### src/rtl/pio_pkg.sv
package pio_pkg;
  typedef enum logic [2:0] {
    SEL_DIR   = 3'd0,
    SEL_CATCH = 3'd1,
    SEL_DOUT  = 3'd2,
    SEL_IMASK = 3'd3,
    SEL_CCLR  = 3'd4
  } reg_sel_e;
endpackage

### src/rtl/pio_cfg_regs.sv
module pio_cfg_regs
  import pio_pkg::*;
#(
  parameter int W = 8
) (
  input  logic         clk_i,
  input  logic         rst_ni,
  input  logic         we_i,
  input  logic [2:0]   sel_i,
  input  logic [W-1:0] wdata_i,
  output logic [W-1:0] dir_o,
  output logic [W-1:0] csel_o,
  output logic [W-1:0] dout_o,
  output logic [W-1:0] imask_o,
  output logic         cclr_stb_o,
  output logic         dout_wr_o
);
  reg_sel_e sel;
  assign sel = reg_sel_e'(sel_i);

  always_ff @(posedge clk_i or negedge rst_ni) begin
    if (!rst_ni) begin
      dir_o   <= '1;
      csel_o  <= '0;
      dout_o  <= '0;
      imask_o <= '0;
    end else if (we_i) begin
      case (sel)
        SEL_DIR:   dir_o   <= wdata_i;
        SEL_CATCH: csel_o  <= wdata_i;
        SEL_DOUT:  dout_o  <= wdata_i;
        SEL_IMASK: imask_o <= wdata_i;
        default: ;
      endcase
    end
  end

  assign cclr_stb_o = we_i && (sel == SEL_CCLR);
  assign dout_wr_o  = we_i && (sel == SEL_DOUT);
endmodule

### src/rtl/pio_in_stage.sv
module pio_in_stage #(
  parameter int W = 8
) (
  input  logic         clk_i,
  input  logic         rst_ni,
  input  logic         port_en_i,
  input  logic [W-1:0] pad_i,
  input  logic [W-1:0] csel_i,
  input  logic         cclr_stb_i,
  input  logic [W-1:0] cclr_keep_i,
  output logic [W-1:0] pin_s_o,
  output logic [W-1:0] rise_o,
  output logic [W-1:0] din_o
);
  logic [W-1:0] pin_p;

  always_ff @(posedge clk_i or negedge rst_ni) begin
    if (!rst_ni) begin
      pin_s_o <= '0;
      pin_p   <= '0;
    end else begin
      pin_s_o <= pad_i;
      pin_p   <= pin_s_o;
    end
  end

  assign rise_o = pin_s_o & ~pin_p;

  for (genvar b = 0; b < W; b++) begin : g_bit
    logic transp;
    logic keep;
    assign transp = !port_en_i || !csel_i[b];
    assign keep   = !cclr_stb_i || cclr_keep_i[b];
    always_ff @(posedge clk_i or negedge rst_ni) begin
      if (!rst_ni)     din_o[b] <= 1'b0;
      else if (transp) din_o[b] <= pin_s_o[b];
      else             din_o[b] <= (din_o[b] && keep) || pin_s_o[b];
    end
  end
endmodule

### src/rtl/pio_irq.sv
module pio_irq #(
  parameter int W = 8
) (
  input  logic         clk_i,
  input  logic         rst_ni,
  input  logic         port_en_i,
  input  logic [W-1:0] rise_i,
  input  logic [W-1:0] imask_i,
  input  logic [W-1:0] dir_i,
  input  logic         clr_i,
  output logic         ip_o
);
  logic evt;
  assign evt = |(rise_i & imask_i & dir_i);

  always_ff @(posedge clk_i or negedge rst_ni) begin
    if (!rst_ni)                ip_o <= 1'b0;
    else if (port_en_i && evt)  ip_o <= 1'b1;
    else if (clr_i)             ip_o <= 1'b0;
  end
endmodule

### src/rtl/pio_hs.sv
module pio_hs (
  input  logic clk_i,
  input  logic rst_ni,
  input  logic port_en_i,
  input  logic hs_en_i,
  input  logic dout_wr_i,
  input  logic ack_i,
  output logic ack_eff_o,
  output logic rw_o
);
  logic busy;
  assign ack_eff_o = hs_en_i ? ack_i : 1'b1;

  always_ff @(posedge clk_i or negedge rst_ni) begin
    if (!rst_ni)                     busy <= 1'b0;
    else if (!hs_en_i)               busy <= 1'b0;
    else if (dout_wr_i && port_en_i) busy <= 1'b1;
    else if (!ack_eff_o)             busy <= 1'b0;
  end

  assign rw_o = busy && port_en_i;
endmodule

### src/rtl/pio_gate_port.sv
module pio_gate_port #(
  parameter int W = 8
) (
  input  logic         clk_i,
  input  logic         rst_ni,
  input  logic         port_en_i,
  input  logic         hs_en_i,
  input  logic         cfg_we_i,
  input  logic [2:0]   cfg_sel_i,
  input  logic [W-1:0] cfg_wdata_i,
  input  logic         ip_clr_i,
  input  logic         ack_i,
  input  logic [W-1:0] pad_i,
  output logic [W-1:0] pad_o,
  output logic [W-1:0] pad_oe_o,
  output logic [W-1:0] din_o,
  output logic         ip_o,
  output logic         rw_o,
  output logic         ack_eff_o
);
  logic [W-1:0] dir_q, csel_q, dout_q, imask_q;
  logic [W-1:0] pin_s, rise;
  logic         cclr_stb, dout_wr;

  pio_cfg_regs #(.W(W)) i_regs (
    .clk_i, .rst_ni,
    .we_i(cfg_we_i), .sel_i(cfg_sel_i), .wdata_i(cfg_wdata_i),
    .dir_o(dir_q), .csel_o(csel_q), .dout_o(dout_q), .imask_o(imask_q),
    .cclr_stb_o(cclr_stb), .dout_wr_o(dout_wr)
  );

  pio_in_stage #(.W(W)) i_in (
    .clk_i, .rst_ni, .port_en_i, .pad_i,
    .csel_i(csel_q), .cclr_stb_i(cclr_stb), .cclr_keep_i(cfg_wdata_i),
    .pin_s_o(pin_s), .rise_o(rise), .din_o
  );

  pio_irq #(.W(W)) i_irq (
    .clk_i, .rst_ni, .port_en_i,
    .rise_i(rise), .imask_i(imask_q), .dir_i(dir_q),
    .clr_i(ip_clr_i), .ip_o
  );

  pio_hs i_hs (
    .clk_i, .rst_ni, .port_en_i, .hs_en_i,
    .dout_wr_i(dout_wr), .ack_i, .ack_eff_o, .rw_o
  );

  assign pad_oe_o = port_en_i ? ~dir_q : '0;
  assign pad_o    = dout_q & pad_oe_o;
endmodule

### config.mk
export PLATFORM = sky130hd
export DESIGN_NAME = pio_gate_port
export DESIGN_NICKNAME = d
export VERILOG_FILES = /design/src/rtl/pio_pkg.sv /design/src/rtl/pio_cfg_regs.sv /design/src/rtl/pio_in_stage.sv /design/src/rtl/pio_irq.sv /design/src/rtl/pio_hs.sv /design/src/rtl/pio_gate_port.sv
export SDC_FILE = /design/constraint.sdc
export NUM_CORES = 1
export LEC_CHECK = 0
export BUFFER_PORTS_ARGS = -buffer_cell sky130_fd_sc_hd__buf_2
export CAP_MARGIN = 20
export CORE_UTILIZATION = 59
export CTS_BUF_LIST = sky130_fd_sc_hd__clkbuf_8
export DETAILED_ROUTE_END_ITERATION = 8
export HOLD_SLACK_MARGIN = 0.08
export PLACE_DENSITY = 0.89
export SYNTH_ARGS = -nofsm -noshare
export SYNTH_HDL_FRONTEND = slang
export SYNTH_SLANG_ARGS = --single-unit
### constraint.sdc
create_clock -name clk_i -period 2.95 [get_ports clk_i]
set_clock_uncertainty 0.2 [all_clocks]
set_input_delay 0.4425 -clock clk_i [delete_from_list [all_inputs] [get_ports clk_i]]
set_output_delay 0.4425 -clock clk_i [all_outputs]
set_load 0.01 [all_outputs]
# Yosys cells after proc, flatten, opt, wreduce, memory -nomap -nowiden
# Index checks and enable logic that the tools add are counted.
totals:
  regBits: 58
  latchBits: 0
  ramBits: 0
  romBits: 0
  inputBits: 26
  elab_cells: 96
  n_memories: 0
classes:
  n_addsub: 0
  mul: 0
  n_div: 0
  n_lt_le_gt_ge: 0
  eq_ne: 5
  n_shift: 0
  muxes: 15
  bitwise: 6
  n_reduce_logical: 54
ops:
  columns: ["operator", "n"]
  rows:
  - ["8-bit AND", 4]
  - ["1-bit logical OR", 24]
  - ["8-bit inverter", 2]
  - ["1-bit two-way mux", 14]
  - ["1-bit logical AND", 13]
  - ["1-bit logical NOT", 10]
  - ["8-bit two-way mux", 1]
  - ["2-bit AND reduction", 4]
  - ["8-bit OR reduction", 1]
  - ["3-bit by 2-bit equality test with 1-bit output, second input constant", 2]
  - ["3-bit by 1-bit equality test with 1-bit output, second input constant", 1]
  - ["3-bit equality test, second input constant", 1]
  - ["3-bit logical NOT", 1]
  - ["3-bit by 2-bit != test with 1-bit output, second input constant", 1]
  - ["2-bit nonzero test", 1]

# Longest topological paths before layout
# Gate-level depths: netlist of the first run.
depth:
  depth_word: 7
  ltp_mapped: 4

# Modules after synthesis
# Synthesis of the first run repeated with hierarchy kept, for this count alone.
unflattened:
  hier_cells: 155
  area_unflattened_um2: 2321.0
by_module_without_submodules:
  columns: ["mod", "instances", "cells_per_inst", "area_each_um2", "seq_area_each_um2"]
  rows:
  - ["pio_cfg_regs", 1, 72, 1242.4, 810.8]
  - ["pio_in_stage", 1, 49, 785.8, 600.6]
  - ["pio_gate_port", 1, 17, 141.4, 0.0]
  - ["pio_irq", 1, 12, 100.1, 25.0]
  - ["pio_hs", 1, 5, 51.3, 25.0]

# Worst setup path before layout of the first run
# OpenSTA, ideal clock, no wires.
synth_path:
  kind: "input -> output"
  startpoint: "input port port_en_i"
  endpoint: "output port rw_o"
  arrival_time_ns: 1.117
  path_slack_ns: 1.190
  path_stages: 3
  path_buffers: 2
  path_cell_list: "clkbuf_1 > clkbuf_1 > and2_1"
synth_via:
  elab_chain_cells: 1
synth_lines:
  columns: ["element", "line_no", "source"]
  rows:
  - ["start: declaration", "pio_gate_port.sv:6", "input logic port_en_i,"]
  - ["1-bit logical AND", "pio_hs.sv:21", "assign rw_o = busy && port_en_i;"]
  - ["end: declaration", "pio_gate_port.sv:18", "output logic rw_o,"]
# No other way between the ends.

# Worst setup path in the final report of the first run
layout_path:
  startpoint: "input port port_en_i"
  endpoint: "output port pad_o[5]"
layout_via:
  elab_chain_cells: 2
layout_lines:
  columns: ["element", "line_no", "source"]
  rows:
  - ["8-bit two-way mux", "pio_gate_port.sv:49", "assign pad_oe_o = port_en_i ? ~dir_q : '0;"]
  - ["8-bit AND", "pio_gate_port.sv:50", "assign pad_o = dout_q & pad_oe_o;"]
  - ["end: declaration", "pio_gate_port.sv:14", "output logic [W-1:0] pad_o,"]
# No other way between the ends.

==> metrics.txt, run 1 <==
final WL=4750 um; root buffer cell=sky130_fd_sc_hd__clkbuf_8; fill count=248; wire length per cell after detailed routing=17.5 um; count of maximum capacitance violations=0; Die Height=64.0 um; path category of the worst min-delay check=in2reg; share of cells above drive strength 1=48.0%; most numerous cell on the critical path=sky130_fd_sc_hd__buf_2; buffers added on ports=52; antenna violations before repair=0; worst setup path class=in2out; final net count=244; Worst slew margin=52.4%; internal cell power=1.37 mW; TritonCTS clock tree=done; Vias/cell=5.66; DRC violation total after the first TritonRoute iteration=55; number of clock sinks=58; global-route wire length before repair=7530 um; ports placed on the boundary=53; x dimension of the die=64.0 um; insertion delay of the later-clocked pin in the worst-skew pair=320 ps; synthesized instance count=149; number of flip-flops and latches in the synthesized netlist=58; sequential element share of the synthesized area=64.4%; post-CTS repair timing setup buffer count=0; worst-margin pin slew=715 ps; final max-slew violation count=0; combined area of all synthesized cells=2270 um2; Startpoint Class=input port; number of levels in the clock H-tree=3; area added between synthesis and finish=24.1%; unrepaired setup endpoints after global routing=false; Power Dens Cells=658 nW/um2; maximum vdd drop=0.394 mV; Pwr Total=1.85 mW; arrival time of the worst setup path=1280 ps; final routed DRC violation total=0; distinct cell type count of the synthesized netlist=20; Crit-path slowest cell=sky130_fd_sc_hd__buf_2; share of total power consumed by net switching=25.9%; maximum cell stage delay along the critical path=300 ps; DIE AREA=4100 um2; starting utilization of the core area=61.5%; post-route minimum period=1920 ps; final setup fails=0; dpl hpwl=3110 um; combinational share of power=15.3%; number of buffers created by CTS=9; number of antenna-violating nets in the routed design=0; Antenna Diode Count=0; outcome=complete, no violations; post-route fraction of the period consumed by the critical path=65.2%; chain of cells forming the critical path=buf_2 > nor2b_1 > and2_1 > buf_2; Static Leak=1.30 nW; maximum net fanout on the critical path=19; Overflow after GRT=0; required time of the critical path=2310 ps; Worst-path clk slew=60 ps; Final GP Congestion=0.798; Final Hold Fails=0; maximum frequency from static timing analysis=0.520 GHz; maximum count of clock buffers along a single path=2; via count=1533; number of warnings issued by yosys=0; number of global-route vias before repair=1568; first-pass detailed-route iteration total=4; mean cell area of the mapped netlist=15.2 um2; post-route setup TNS=0 ps; Global Route Usage Sum=26.4%; share of total power in sequential cells=54.3%; power spent charging and discharging nets=0.479 mW; core area=3690 um2; capturing element type of the critical path=output pin; net count after synthesis=175; maximum number of pins on one net before global-route repair=59; clock network power share=30.5%; row count=22
## power groups by stage
| stage | combinational, mW | clock (mW) | sequential, mW |
|---|---|---|---|
| after floorplan | 0.160 | 0 | 1.00 |
| after global placement | 0.257 | 0 | 1.00 |
| after detailed placement | 0.275 | 0 | 1.02 |
| after CTS | 0.286 | 0.571 | 1.00 |
| after global routing | 0.308 | 0.613 | 1.02 |
| final | 0.283 | 0.564 | 1.00 |
## flip-flops by register name, indices dropped and copies added, names as in the netlist
register and cells:
i_hs.busy 1, i_in.din_o 8, i_in.pin_p 8, i_in.pin_s_o 8, i_irq.ip_o 1, i_regs.csel_o 8
i_regs.dir_o 8, i_regs.dout_o 8, i_regs.imask_o 8
## placed cells by master, fill, tap and decap left out, types with 2 or more instances in the layout
master,synthesis,routed
sky130_fd_sc_hd__and2_1,9,9
sky130_fd_sc_hd__dfrtp_1,50,50
sky130_fd_sc_hd__mux2_2,32,32
sky130_fd_sc_hd__nand2b_1,9,9
sky130_fd_sc_hd__clkbuf_8,0,9
sky130_fd_sc_hd__dlygate4sd3_1,0,9
sky130_fd_sc_hd__nand4b_1,8,8
sky130_fd_sc_hd__nor2b_1,9,9
sky130_fd_sc_hd__dfstp_2,8,8
sky130_fd_sc_hd__buf_2,0,52
sky130_fd_sc_hd__inv_1,1,7
sky130_fd_sc_hd__nand4_1,2,2
sky130_fd_sc_hd__o21ai_0,2,2
sky130_fd_sc_hd__o2111ai_1,8,8
## routing by layer
layer | up-vias | track usage, % | part of all wire, % | wire length, um
met2 | 55 | 43.9 | 53 | 2530
met3 | 7 | 8.04 | 4.5 | 212
li1 | 685 | - | - | -
met1 | 786 | 30.4 | 41 | 1940
met5 | - | 0 | 0 | 0
met4 | 0 | 14.5 | 1.4 | 68
## cell usage after synthesis
cell,instances,area (um2)
sky130_fd_sc_hd__dfrtp_1,50,1250
sky130_fd_sc_hd__mux2_2,32,360
sky130_fd_sc_hd__and2_1,9,56.3
sky130_fd_sc_hd__nand2b_1,9,56.3
sky130_fd_sc_hd__nor2b_1,9,56.3
sky130_fd_sc_hd__dfstp_2,8,210
sky130_fd_sc_hd__nand4b_1,8,70.1
sky130_fd_sc_hd__o2111ai_1,8,70.1
sky130_fd_sc_hd__clkbuf_1,3,11.3
sky130_fd_sc_hd__nand4_1,2,12.5
sky130_fd_sc_hd__o21ai_0,2,10.0
sky130_fd_sc_hd__a22oi_1,1,7.51
sky130_fd_sc_hd__and4bb_2,1,12.5
sky130_fd_sc_hd__buf_6,1,11.3
sky130_fd_sc_hd__inv_1,1,3.75
sky130_fd_sc_hd__nand2_1,1,3.75
sky130_fd_sc_hd__nand4b_2,1,15.0
sky130_fd_sc_hd__nand4bb_1,1,11.3
sky130_fd_sc_hd__nor3_4,1,16.3
sky130_fd_sc_hd__nor4b_4,1,23.8
## path summary, 6_finish.rpt
kind / start / to / slack, ps / depth (start not counted)
setup / recovery: port_en_i / pad_o[5] / 1030 / 4
hold / removal: ip_clr_i / i_irq.ip_o / 120 / 2
setup reg to reg: i_regs.dir_o[6] / i_irq.ip_o / 1670 / 4
hold reg to reg: i_in.pin_s_o[7] / i_in.pin_p[7] / 200 / 0
max in group asynchronous: rst_ni / i_in.pin_p[6] / 1480 / 3
min in group asynchronous: rst_ni / i_in.din_o[0] / 570 / 3
## per-stage QoR
stage	utilization, %	instances	hold slack (ps)	worst slack (ps)	instance area [um2]
floorplan	-	149	-53.1	1190	2270
global placement	69.8	246	179	1050	2570
detailed placement	69.8	246	184	1020	2570
CTS	76.4	271	105	1030	2820
global route	76.4	271	111	1010	2820
finish	76.4	271	122	1030	2820
## area by class of cell
| type | instances | area [um2] | area share (%) |
|---|---|---|---|
| clock buffers | 9 | 124 | 4.40 |
| clock inverters | 7 | 27.5 | 0.977 |
| inverters | 1 | 3.75 | 0.133 |
| multi-input cells | 86 | 782 | 27.8 |
| flip-flops and latches | 58 | 1460 | 51.9 |
| well taps | 48 | 60.1 | 2.13 |
| repair buffers | 62 | 358 | 12.7 |
## critical path: cells and delay by family
kind                   cells  cell delay, ps
AND/OR/NAND/NOR            2             410
buffers and inverters      2             420
## cell families after synthesis
kind of cell / share of synthesized area (%)
AND/OR/NAND/NOR: 14.7
buffers and inverters: 1.16
flip-flops: 64.4
AO/OA/AOI/OAI: 3.86
multiplexers: 15.9
## what timing repair did
item | 4_1_cts | 5_1_grt
resized for setup | 0 | 0
endpoints found under the hold margin | 47 | 0
hold buffers | 9 | 0
No activity file was read; power rests on OpenSTA's default activity.
==> run 2: changes to the inputs <==
--- a/config.mk
+++ b/config.mk
@@ -7,11 +7,11 @@
 export LEC_CHECK = 0
 export BUFFER_PORTS_ARGS = -buffer_cell sky130_fd_sc_hd__buf_2
 export CAP_MARGIN = 20
-export CORE_UTILIZATION = 59
+export CORE_UTILIZATION = 55
 export CTS_BUF_LIST = sky130_fd_sc_hd__clkbuf_8
 export DETAILED_ROUTE_END_ITERATION = 8
 export HOLD_SLACK_MARGIN = 0.08
-export PLACE_DENSITY = 0.89
+export PLACE_DENSITY = 0.84
 export SYNTH_ARGS = -nofsm -noshare
 export SYNTH_HDL_FRONTEND = slang
 export SYNTH_SLANG_ARGS = --single-unit
==> constraint.sdc (replaced) <==
create_clock -name clk_i -period 1.9 [get_ports clk_i]
set_clock_uncertainty 0.2 [all_clocks]
set_input_delay 0.285 -clock clk_i [delete_from_list [all_inputs] [get_ports clk_i]]
set_output_delay 0.285 -clock clk_i [all_outputs]
set_load 0.01 [all_outputs]
==> run 2 against run 1 <==
Against the previous run:
- combinational power rose by 63%
- die area grew 7.0%
- critical path depth decreased by 1
- power grew 61%
- wire length increased by 5.3%
- count of clock-buffer cells in the layout is 2 higher
- cell area up 5.4%
- critical endpoint is now pad_o[7]
- critical path type is now reg2out
==> metrics.txt, run 2 (synthesis results as in run 1) <==
count of maximum capacitance violations=0; maximum count of clock buffers along a single path=2; final WL=5000 um; buffering stage count on the worst path with inverters included=1; Crit-path slowest cell=sky130_fd_sc_hd__dfstp_2; share of cells above drive strength 1=46.8%; Overflow after GRT=0; Die Height=66.2 um; ports placed on the boundary=53; combinational share of power=15.4%; Static Leak=1.36 nW; unrepaired setup endpoints after global routing=false; via count=1567; worst setup path class=reg2out; number of instances on the worst hold path=0; Final Hold Fails=0; internal cell power=2.23 mW; number of clock sinks=58; post-route minimum period=1730 ps; commonest non-fill, non-tap cells in the layout=sky130_fd_sc_hd__buf_2, sky130_fd_sc_hd__dfrtp_1, sky130_fd_sc_hd__mux2_2, sky130_fd_sc_hd__dlygate4sd3_1, sky130_fd_sc_hd__clkbuf_8; antenna violations before repair=0; Startpoint Class=flip-flop; met1 Use GR=31.8%; outcome=complete, no violations; global-route wire length before repair=8200 um; post-route fraction of the period consumed by the critical path=90.8%; most common cell after layout, fill and taps aside=sky130_fd_sc_hd__buf_2; starting utilization of the core area=59.7%; maximum net fanout on the critical path=3; Gates resized, CTS repair=0; Vias/cell=5.54; dpl hpwl=3230 um; number of gates on the worst path with buffers counted=3; DRC violation total after the first TritonRoute iteration=72; final max-slew violation count=0; DIE AREA=4390 um2; maximum vdd drop=0.625 mV; row count=22; final routed DRC violation total=0; number of levels in the clock H-tree=3; Top delay family on crit path=flip-flops; clock network power share=32.0%; Power Dens Cells=1000 nW/um2; share of total power consumed by net switching=25.4%; number of global-route vias before repair=1742; number of antenna-violating nets in the routed design=0; post-route setup TNS=0 ps; standard cell area after detailed placement=2600 um2; Global Route Usage Sum=26.7%; buffers added on ports=52; arrival time of the worst setup path=1240 ps; met3 usage in global routing=5.34%; Hold-fix buffers, CTS=20; chain of cells forming the critical path=nor2b_1 > and2_1 > buf_2; Worst Reg-to-Reg Cells=3; maximum cell stage delay along the critical path=550 ps; maximum frequency from static timing analysis=0.579 GHz; wire length per cell after detailed routing=17.7 um; Worst slew margin=64.4%; first-pass detailed-route iteration total=4; maximum number of pins on one net before global-route repair=37; share of total power in sequential cells=52.5%; power spent charging and discharging nets=0.757 mW; Final GP Congestion=0.729; area added between synthesis and finish=30.8%; root buffer cell=sky130_fd_sc_hd__clkbuf_8; final setup fails=0; Antenna Diode Count=0; x dimension of the die=66.2 um; met2 Use GR=44.0%; worst-margin pin slew=534 ps; required time of the critical path=1410 ps; busiest metal layer after global routing=met2; core area=3800 um2; insertion delay of the later-clocked pin in the worst-skew pair=330 ps; path category of the worst min-delay check=reg2reg; capturing element type of the critical path=output pin; Post-Layout Inst Area=2970 um2; final net count=257; number of buffers created by CTS=9; Worst-path clk slew=60 ps; post-CTS repair timing setup buffer count=0; TritonCTS clock tree=done
-- run 2: cell count changes in the layout (fill, tap and decap cells not counted) --
cell / previous run / this run
sky130_fd_sc_hd__buf_12: 0 / 1
sky130_fd_sc_hd__clkbuf_8: 9 / 11
sky130_fd_sc_hd__buf_4: 1 / 2
sky130_fd_sc_hd__clkinv_2: 1 / 0
sky130_fd_sc_hd__inv_1: 7 / 5
sky130_fd_sc_hd__dlygate4sd3_1: 9 / 20
-- run 2: power groups by stage --
stage | logic, mW | clock network, mW | registers, mW
after floorplan | 0.248 | 0 | 1.55
after global placement | 0.404 | 0 | 1.57
after detailed placement | 0.428 | 0 | 1.58
after CTS | 0.459 | 0.971 | 1.56
after global routing | 0.502 | 1.03 | 1.59
final | 0.460 | 0.955 | 1.57
-- run 2: final timing paths --
path	from	to	slack, ps
worst max-delay path	i_regs.dir_o[7]	pad_o[7]	170
worst min-delay path	i_in.pin_s_o[5]	i_in.pin_p[5]	190
worst max register to register	i_hs.busy	i_hs.busy	410
worst min register to register	i_in.pin_s_o[5]	i_in.pin_p[5]	190
max in group asynchronous	rst_ni	i_regs.dir_o[1]	600
min in group asynchronous	rst_ni	i_regs.dout_o[0]	260
-- run 2: worst register-to-register path, delay by kind of cell (launching register included) --
family	cells	cell delay, ps
buf+inv	1	550
flops	1	380
compound gates	1	180
simple gates	1	60
-- run 2: layout make-up --
cell class	count	area, um2
inverter	1	3.75
sequential	58	1460
multi-input combinational	86	782
clock inverter	4	15.0
fill	243	830
timing repair buffer	75	495
clock buffer	11	151
tap	48	60.1
-- run 2: routing by layer --
layer	vias to the layer above	part of all wire [%]
li1	704	-
met1	797	43
met2	52	51
met3	14	4.2
met4	0	2.6
met5	-	0
-- run 2: through the flow --
step / util, % / hold slack [ps] / power, mW / worst slack (ps) / instances
4_1_cts: 78.2 / 197 / 2.99 / 185 / 283
2_1_floorplan: - / -211 / 1.80 / 455 / 149
3_3_place_gp: 68.5 / 77.7 / 1.97 / 262 / 248
3_5_place_dp: 68.5 / 88.4 / 2.01 / 227 / 248
5_1_grt: 78.2 / 210 / 3.12 / 144 / 283
6_report: 78.2 / 193 / 2.98 / 174 / 283
==> run 3: changes to the inputs <==
--- a/config.mk
+++ b/config.mk
@@ -14,4 +14,5 @@
 export PLACE_DENSITY = 0.84
 export SYNTH_ARGS = -nofsm -noshare
 export SYNTH_HDL_FRONTEND = slang
+export SYNTH_HIERARCHICAL = 1
 export SYNTH_SLANG_ARGS = --single-unit
==> run 3 against run 2 <==
Against the previous run:
- hold slack better by 6.6 ps
- first-iteration DRC count down 8.3%
- register-to-register slack about the same
- cell area increased by 4.0%
- utilization decreased by 1.5 points
- maximum frequency up 2.0%
- critical path depth rose by 3
- die area increased by 2.2%
- via count up 0.96%
- cell count increased by 3.9%
- critical endpoint is now i_hs/busy
- largest cell class unchanged
- largest power group unchanged
==> metrics.txt, run 3 <==
post-CTS repair timing setup buffer count=0; post-route fraction of the period consumed by the critical path=89.0%; post-route setup TNS=0 ps; multiplexer share of the synthesized area=15.5%; Worst-path clk slew=60 ps; outcome=complete, no violations; Overflow after GRT=0; combinational family with the most area after synthesis=multiplexers; Startpoint Class=input port; Vias/cell=5.38; fraction of the mapped netlist area in compound gates=5.50%; antenna violations before repair=0; Worst slew margin=67.1%; Static Leak=1.50 nW; final net count=265; Synth area leader=sky130_fd_sc_hd__dfrtp_1; dpl hpwl=3070 um; met3 usage in global routing=5.65%; Power Dens Cells=1030 nW/um2; number of flip-flops and latches in the synthesized netlist=58; final max-slew violation count=0; number of enable flip-flop cells after synthesis=0; TritonCTS clock tree=done; capturing element type of the critical path=flip-flop; combined area of all synthesized cells=2320 um2; post-route minimum period=1690 ps; Placed Instances=258; mean cell area of the mapped netlist=15.0 um2; dominant cells by area after synthesis=sky130_fd_sc_hd__dfrtp_1, sky130_fd_sc_hd__mux2_2, sky130_fd_sc_hd__dfstp_2, sky130_fd_sc_hd__a41o_1, sky130_fd_sc_hd__and3b_1; number of global-route vias before repair=1596; maximum count of clock buffers along a single path=2; Pwr Total=3.18 mW; destination of the worst register-to-register timing path=i_irq/ip_o; row count=23; number of levels in the clock H-tree=3; most common cell in the synthesized netlist=sky130_fd_sc_hd__dfrtp_1; final routed DRC violation total=0; maximum number of pins on one net before global-route repair=59; internal cell power=2.44 mW; DIE AREA=4480 um2; Core Util, Final=76.6%; core area=4030 um2; final WL=4720 um; most common cell after layout, fill and taps aside=sky130_fd_sc_hd__buf_2; count of maximum capacitance violations=0; buffers added on ports=52; Worst Hold Launch=i_in/pin_s_o[5]; root buffer cell=sky130_fd_sc_hd__clkbuf_8; proportion of synthesized flip-flops having asynchronous set or reset=100%; fill count=263; worst setup path class=in2reg; ports placed on the boundary=53; maximum frequency from static timing analysis=0.591 GHz; via count=1582; maximum cell stage delay along the critical path=550 ps; required time of the critical path=1950 ps; area added between synthesis and finish=33.0%; Final Hold Fails=0; path category of the worst min-delay check=reg2reg; sequential element share of the synthesized area=63.0%; share of total power consumed by net switching=23.4%; distinct cell type count of the synthesized netlist=24; synthesized-area fraction occupied by and/or/nand/nor cells=14.7%; share of the synthesized netlist area taken by xor and xnor gates=0%; number of clock sinks=58; clock network power share=35.7%; maximum vdd drop=0.746 mV; standard cell area after detailed placement=2680 um2; commonest non-fill, non-tap cells in the layout=sky130_fd_sc_hd__buf_2, sky130_fd_sc_hd__dfrtp_1, sky130_fd_sc_hd__mux2_2, sky130_fd_sc_hd__dlygate4sd3_1, sky130_fd_sc_hd__clkbuf_8; met1 Use GR=30.0%; Global Route Usage Sum=24.4%; met2 Use GR=40.7%; net count after synthesis=181; power spent charging and discharging nets=0.743 mW; final setup fails=0; number of warnings issued by yosys=6; unrepaired setup endpoints after global routing=false; number of instances on the worst hold path=0; Hold-fix buffers, CTS=20; number of antenna-violating nets in the routed design=0; final cell count without fillers=294; Synth top cells by count=sky130_fd_sc_hd__dfrtp_1, sky130_fd_sc_hd__mux2_2, sky130_fd_sc_hd__nand2b_1, sky130_fd_sc_hd__nor2b_1; synthesized instance count=155; Final GP Congestion=0.678; starting utilization of the core area=57.6%; share of the synthesized area in the top cell type=53.9%; DRC violation total after the first TritonRoute iteration=66; x dimension of the die=67.0 um; Synth Flop Type=sky130_fd_sc_hd__dfrtp_1; global-route wire length before repair=7620 um; Worst Reg-to-Reg Cells=5; Crit-path slowest cell=sky130_fd_sc_hd__dlygate4sd3_1; reg2reg start=i_in/pin_s_o[6]; Post-Layout Inst Area=3090 um2; insertion delay of the later-clocked pin in the worst-skew pair=320 ps; chain of cells forming the critical path=buf_2 > nor4bb_2 > buf_4 > a22oi_1 > nor2b_1 > dlygate4sd3_1; number of buffers created by CTS=9; arrival time of the worst setup path=1740 ps; maximum net fanout on the critical path=9; share of cells above drive strength 1=47.1%; adder and majority cell fraction of the synthesized area=0%; first-pass detailed-route iteration total=4; combinational share of power=15.0%; Gates resized, CTS repair=0; share of total power in sequential cells=49.3%; Antenna Diode Count=0; Die Height=67.0 um; worst-margin pin slew=492 ps; slack of the worst reg-to-reg path=420 ps; wire length per cell after detailed routing=16.1 um; Worst Hold End=i_in/pin_p[5]; busiest metal layer after global routing=met2
[run 3: cell types whose count changed after synthesis, moves of 4 or more]
cell | before | now
sky130_fd_sc_hd__a41o_1 | 0 | 8
sky130_fd_sc_hd__and2_1 | 9 | 1
sky130_fd_sc_hd__and2b_1 | 0 | 8
sky130_fd_sc_hd__and3_1 | 0 | 4
sky130_fd_sc_hd__and3b_1 | 0 | 8
sky130_fd_sc_hd__nand4b_1 | 8 | 1
sky130_fd_sc_hd__o2111ai_1 | 8 | 0
[run 3: per-stage QoR]
step	setup WS, ps	hold slack, ps
2_1_floorplan	453	-211
3_3_place_gp	288	95.6
3_5_place_dp	235	105
4_1_cts	187	199
5_1_grt	167	209
6_report	208	200
[run 3: worst max-delay path by stage]
stage	start	to	slack (ps)	cells past startpoint
after floorplan	cfg_sel_i[1]	i_in/din_o[0]	450	3
after global placement	cfg_sel_i[2]	i_regs/imask_o[5]	290	3
after detailed placement	cfg_sel_i[1]	i_regs/csel_o[5]	230	4
after CTS	i_regs/dir_o[3]	pad_o[3]	190	2
after global routing	i_regs/dir_o[5]	pad_oe_o[5]	170	2
final	cfg_sel_i[0]	i_hs/busy	210	6
[run 3: area by class of cell]
type                    count  area, um2  area share (%)
flip-flops and latches     58       1460            47.3
well taps                  50       62.6            2.03
inverters                   1       3.75           0.122
repair buffers             77        510            16.5
clock buffers              12        165            5.35
clock inverters             4       42.5            1.38
multi-input cells          92        842            27.3
[run 3: worst max-delay path: cells and delay by family]
family | cells | cell delay [ps]
buffers and inverters | 3 | 930
AND/OR/NAND/NOR | 2 | 410
AO/OA/AOI/OAI | 1 | 110
[run 3: layer usage]
metal	wire length [um]	share of wire, %
met1	2010	43
met2	2500	53
met3	161	3.4
met5	0	0
met4	53	1.1
[run 3: cells by family (layout without fill, tap and decap cells)]
group,count (synthesis),in the layout
buf+inv,5,94
flops,58,58
mux,32,32
simple gates,46,46
compound gates,14,14
[run 3: power by group through the flow]
| stage | clock network, mW | logic [mW] | registers, mW |
|---|---|---|---|
| floorplan | 0 | 0.270 | 1.56 |
| global placement | 0 | 0.425 | 1.57 |
| detailed placement | 0 | 0.448 | 1.59 |
| CTS | 1.17 | 0.480 | 1.57 |
| global route | 1.23 | 0.523 | 1.59 |
| finish | 1.14 | 0.478 | 1.57 |
